<file path="config.mk">
export PLATFORM = sky130hd
export DESIGN_NAME = drift_ref_tracker
export DESIGN_NICKNAME = d
export VERILOG_FILES = /design/src/rtl/drift_pkg.sv /design/src/rtl/drift_dir_classifier.sv /design/src/rtl/drift_interval_timer.sv /design/src/rtl/drift_thresh_gen.sv /design/src/rtl/drift_ref_tracker.sv
export SDC_FILE = /design/constraint.sdc
export NUM_CORES = 1
export LEC_CHECK = 0
export BUFFER_PORTS_ARGS = -buffer_cell sky130_fd_sc_hd__buf_2
export CAP_MARGIN = 20
export CORE_ASPECT_RATIO = 0.75
export CORE_MARGIN = 2
export CORE_UTILIZATION = 61
export CTS_BUF_LIST = sky130_fd_sc_hd__clkbuf_4 sky130_fd_sc_hd__clkbuf_8
export DETAILED_ROUTE_END_ITERATION = 10
export PLACE_DENSITY = 0.9
export SLEW_MARGIN = 20
export SYNTH_ARGS = -nofsm -noshare
export SYNTH_HDL_FRONTEND = slang
export SYNTH_SLANG_ARGS = --single-unit
</file>
<file path="constraint.sdc">
create_clock -name clk -period 19.33 [get_ports clk]
set_input_delay 2.8995 -clock clk [delete_from_list [all_inputs] [get_ports clk]]
set_output_delay 2.8995 -clock clk [all_outputs]
set_load 0.02 [all_outputs]
</file>
<file path="src/rtl/drift_pkg.sv">
package drift_pkg;

    localparam int SAMPLE_W = 16;
    localparam int RATE_W   = 8;

    typedef enum logic [1:0] {
        DIR_NONE = 2'b00,
        DIR_UP   = 2'b01,
        DIR_DOWN = 2'b10
    } drift_dir_e;

    typedef struct packed {
        drift_dir_e dir;
        logic       due;
    } step_req_t;

endpackage

</file>
<file path="src/rtl/drift_dir_classifier.sv">
module drift_dir_classifier
    import drift_pkg::*;
#(
    parameter int W = SAMPLE_W
) (
    input  logic [W-1:0] raw_value,
    input  logic [W-1:0] ref_value,
    output drift_dir_e   dir
);
    always_comb begin
        if (raw_value > ref_value)      dir = DIR_UP;
        else if (raw_value < ref_value) dir = DIR_DOWN;
        else                            dir = DIR_NONE;
    end
endmodule

</file>
<file path="src/rtl/drift_interval_timer.sv">
module drift_interval_timer
    import drift_pkg::*;
#(
    parameter int RW = RATE_W
) (
    input  logic          clk,
    input  logic          rst,
    input  logic          advance,
    input  logic          flush,
    input  drift_dir_e    dir,
    input  logic [RW-1:0] up_rate,
    input  logic [RW-1:0] down_rate,
    output step_req_t     req
);
    localparam int CW = RW + 1;

    logic [CW-1:0] cnt_q;
    drift_dir_e    last_q;
    logic [CW-1:0] limit;
    logic [CW-1:0] base;
    logic [CW-1:0] nxt;
    logic          due;

    // interval length: selected rate plus one
    always_comb begin
        if (dir == DIR_DOWN) limit = {1'b0, down_rate} + CW'(1);
        else                 limit = {1'b0, up_rate} + CW'(1);
        base = (dir == last_q) ? cnt_q : '0;
        nxt  = base + CW'(1);
        due  = advance && (dir != DIR_NONE) && (nxt == limit);
    end

    always_ff @(posedge clk) begin
        if (rst || flush) begin
            cnt_q  <= '0;
            last_q <= DIR_NONE;
        end else if (advance) begin
            if (dir == DIR_NONE) begin
                cnt_q  <= '0;
                last_q <= DIR_NONE;
            end else if (due) begin
                cnt_q  <= '0;
                last_q <= dir;
            end else begin
                cnt_q  <= nxt;
                last_q <= dir;
            end
        end
    end

    assign req.dir = dir;
    assign req.due = due;
endmodule

</file>
<file path="src/rtl/drift_thresh_gen.sv">
module drift_thresh_gen #(
    parameter int W = 16
) (
    input  logic [W-1:0] ref_value,
    input  logic [W-1:0] trip_off,
    input  logic [W-1:0] hyst_off,
    output logic [W-1:0] trip_value,
    output logic [W-1:0] release_value
);
    logic [W:0] sum_wide;
    logic [W:0] diff_wide;

    always_comb begin
        sum_wide = {1'b0, ref_value} + {1'b0, trip_off};
        trip_value = sum_wide[W] ? {W{1'b1}} : sum_wide[W-1:0];
        diff_wide = {1'b0, trip_value} - {1'b0, hyst_off};
        release_value = diff_wide[W] ? '0 : diff_wide[W-1:0];
    end
endmodule

</file>
<file path="src/rtl/drift_ref_tracker.sv">
module drift_ref_tracker
    import drift_pkg::*;
#(
    parameter int W  = SAMPLE_W,
    parameter int RW = RATE_W
) (
    input  logic          clk,
    input  logic          rst,
    input  logic          sample_valid,
    input  logic [W-1:0]  raw_sample,
    input  logic          detect_active,
    input  logic [RW-1:0] up_rate,
    input  logic [RW-1:0] down_rate,
    input  logic [W-1:0]  trip_offset,
    input  logic [W-1:0]  hyst_offset,
    input  logic          cal_strobe,
    output logic [W-1:0]  ref_level,
    output logic [W-1:0]  trip_level,
    output logic [W-1:0]  release_level
);
    logic [W-1:0] ref_q;
    drift_dir_e   dir;
    step_req_t    req;
    logic         track_en;
    logic         flush;

    assign track_en = sample_valid && !detect_active && !cal_strobe;
    assign flush    = cal_strobe || (sample_valid && detect_active);

    drift_dir_classifier #(.W(W)) cls_i (
        .raw_value (raw_sample),
        .ref_value (ref_q),
        .dir       (dir)
    );

    drift_interval_timer #(.RW(RW)) tmr_i (
        .clk       (clk),
        .rst       (rst),
        .advance   (track_en),
        .flush     (flush),
        .dir       (dir),
        .up_rate   (up_rate),
        .down_rate (down_rate),
        .req       (req)
    );

    always_ff @(posedge clk) begin
        if (rst) begin
            ref_q <= '0;
        end else if (cal_strobe) begin
            ref_q <= raw_sample;
        end else if (req.due) begin
            if (req.dir == DIR_UP)        ref_q <= ref_q + W'(1);
            else if (req.dir == DIR_DOWN) ref_q <= ref_q - W'(1);
        end
    end

    drift_thresh_gen #(.W(W)) thr_i (
        .ref_value     (ref_q),
        .trip_off      (trip_offset),
        .hyst_off      (hyst_offset),
        .trip_value    (trip_level),
        .release_value (release_level)
    );

    assign ref_level = ref_q;
endmodule

</file>
==> flow_metrics.py <==
metrics = {
    "run_status": {
        "status": "finished clean",
    },
    "cells_and_area": {
        "nets": 878,
        "syn2layout_area_growth_pct": 14.9,
        "layout-drive-gt1-share": 0.200,
        "instances_no_fill": 842,
        "antenna_cells": 0,
    },
    "logic_synthesis": {
        "synthesis.nets": 771,
        "avgSynthCellArea_sq_um": 7.37,
        "ys_ff_latch": 27,
        "synth_warnings": 0,
        "ys_seq_area_frac": 0.116,
        "synth_ff_type": "dfxtp_1",
        "synth_enable_flop_cells": 0,
        "ys_async_sr_fraction": 0,
        "syn_inst": 635,
        "netlist_area_sq_um": 4680,
        "synth_cell_types": 70,
    },
    "pwr": {
        "p_comb_frac": 0.699,
        "p_sw_mw": 0.164,
        "power.share.clock": 0.113,
        "leakagePower_nw": 2.59,
        "internal_power_mw": 0.165,
        "irDropWorstVdd_v": 0.0000475,
        "swShare": 0.498,
        "power_mw": 0.329,
        "p_per_area_nw_per_um2": 61.2,
        "seq_power_share": 0.188,
    },
    "setup_path": {
        "path_max_fanout": 17,
        "crit_top_cell": "o21ai_0",
        "r2r_slack_ns": 13.04,
        "startpoint_type": "input port",
        "worstSetupPathType": "input port to output port",
        "timing.rr.end": "ref_level[8]",
        "crit_path_top_delay_cell": "o21a_1",
        "cp-end-kind": "output port",
        "slowest_delay_ns": 0.42,
        "worstPathRequired_ns": 16.43,
        "reg2regPathDepth": 19,
        "arrival_ns": 8.79,
        "worst_r2r_startpoint": "ref_level[1]",
    },
    "detailed_routing": {
        "wl_per_cell_um": 15.4,
        "route.vias.total": 5084,
        "drt_first_iter_violations": 446,
        "dr.pass1.iters": 6,
        "vias_per_cell": 6.04,
        "drc": 0,
        "routed_wl_um": 13000,
        "antenna_left": 0,
    },
    "clock_network": {
        "cts_made_buffers": 3,
        "path_clk_slew_ns": 0.12,
        "cts_tree": "built",
        "htree_levels": 1,
        "cts_sinks": 27,
        "cts_root_buffer": "clkbuf_8",
        "clock_path_buffers": 2,
        "cts_setup_buffers": 0,
        "clkLatencyLatePin_ns": 0.29,
        "post_cts_resized": 0,
        "holdBufCountCts": 0,
    },
    "global_route": {
        "antenna_found_initial": 0,
        "overflow": 0,
        "grt_pass1_vias": 4655,
        "globalRouteTotalUtil": 0.300,
        "grt_pass1_wl_um": 21100,
        "grt_max_degree": 25,
    },
    "hold_path": {
        "hold_end": "tmr_i.cnt_q[3]",
        "min_path_cells": 2,
        "min-delay-start": "tmr_i.cnt_q[3]",
        "hp-class": "register to register",
    },
    "floorplanning": {
        "die-area_sq_um": 8390,
        "core-area_sq_um": 7400,
        "initial_core_util": 0.632,
        "die_h_um": 79.8,
        "num_rows": 27,
        "ios": 117,
        "die_width_um": 105,
    },
    "timing": {
        "fin_crit_sh": 0.605,
        "rsz0062_at_grt": "no",
        "relSlewSlack": 0.320,
        "setup_viol": 0,
        "setup_tns_ns": 0,
        "hold_viol": 0,
        "drv_slew": 0,
        "worstMarginPinSlew_ns": 1.02,
        "fmax_ghz": 0.0855,
        "skew_ns": 0.0131,
        "period_minus_slack_ns": 11.69,
    },
    "flow_run": {
        "max-cap-violations": 0,
    },
    "place": {
        "placedCellCount": 838,
        "post-dp-hpwl_um": 10600,
        "gp_congestion": 0.932,
        "portBuffers": 116,
    },
}
worst max-delay path: cells and delay by family:
family | cells | cell delay (ns)
buffers and inverters | 3 | 0.33
AND/OR/NAND/NOR | 6 | 1.01
AO/OA/AOI/OAI | 16 | 3.38
adder cells (fa/ha/maj) | 4 | 1.15
cell type report:
class	count	area (sq um)
inverters	65	244
fillers	598	2020
repair buffers	117	588
clock buffers	3	41.3
clock inverters	1	8.76
multi-input cells	528	3830
flip-flops and latches	27	541
well taps	101	126
through the flow:
step / cell area, sq um / setup slack (ns) / hold WS, ns / util
after floorplan: 4680 / 8.65 / 0.482 / -
after CTS: 5370 / 7.32 / 0.526 / 0.726
after global routing: 5380 / 7.08 / 0.573 / 0.727
after detailed placement: 5320 / 7.36 / 0.510 / 0.719
final: 5380 / 7.64 / 0.532 / 0.727
after global placement: 5320 / 7.77 / 0.502 / 0.719
cell usage after synthesis (11+ instances only):
cell type	n	area, sq um
nor2_1	53	199
a21o_1	14	105
a21oi_1	54	270
xnor2_1	36	315
nand3_1	22	110
o21ai_0	21	105
ha_1	64	801
xor2_1	22	193
nor3_1	16	80.1
dfxtp_1	27	541
a211oi_1	12	90.1
mux2i_1	21	210
inv_1	65	244
nand2_1	51	191
clkbuf_1	11	41.3
worst max path at each step:
stage / startpoint / endpoint / slack [ns] / cells past startpoint
6_report: trip_offset[0] / release_level[2] / 7.64 / 29
2_1_floorplan: trip_offset[0] / release_level[10] / 8.65 / 27
3_5_place_dp: trip_offset[0] / release_level[13] / 7.36 / 28
3_3_place_gp: trip_offset[0] / release_level[14] / 7.77 / 28
5_1_grt: trip_offset[0] / release_level[2] / 7.08 / 28
4_1_cts: trip_offset[0] / release_level[13] / 7.32 / 28
power by group through the flow:
stage               sequential (mW)  combinational, mW  clock, mW
floorplan                    0.0647              0.166          0
global placement             0.0627              0.215          0
detailed placement           0.0629              0.226          0
CTS                          0.0616              0.227     0.0364
global route                 0.0622              0.252     0.0394
finish                       0.0617              0.230     0.0372
layout by cell type (no fill, tap or decap), types with 8 or more instances in the layout:
cell type  synthesis  routed
nor2b_1            9       9
ha_1              64      64
or2_2              8       8
or3_1              8       8
o21ai_0           21      21
a21oi_1           54      53
nor2_1            53      53
xor2_1            22      22
nand3_1           22      22
a21o_1            14      14
inv_1             65      65
a211oi_1          12      12
xnor2_1           36      36
buf_2              2     116
nand4_1            9       9
nand2_1           51      51
nor3_1            16      16
dfxtp_1           27      27
mux2i_1           21      21
cells by family after synthesis:
| kind of cell | share of synthesized area |
|---|---|
| flops | 0.116 |
| compound gates | 0.227 |
| fa+ha+maj | 0.184 |
| xor+xnor | 0.109 |
| buf+inv | 0.0671 |
| mux | 0.0554 |
| simple gates | 0.243 |
registers in the layout, summed over array words and instances, names as in the netlist:
| register | count |
|---|---|
| tmr_i.cnt_q | 9 |
| ref_level | 16 |
| tmr_i.last_q | 2 |
per-layer routing:
layer  vias up  share of wire  track usage  wire length (um)
met2       219           0.46        0.516              6030
met4         0         0.0083       0.0480               108
met1      2346           0.45        0.406              5850
met5         -              0            0                 0
li1       2497              -            -                 -
met3        22          0.077       0.0424              1000
No activity file was read; power rests on OpenSTA's default activity.
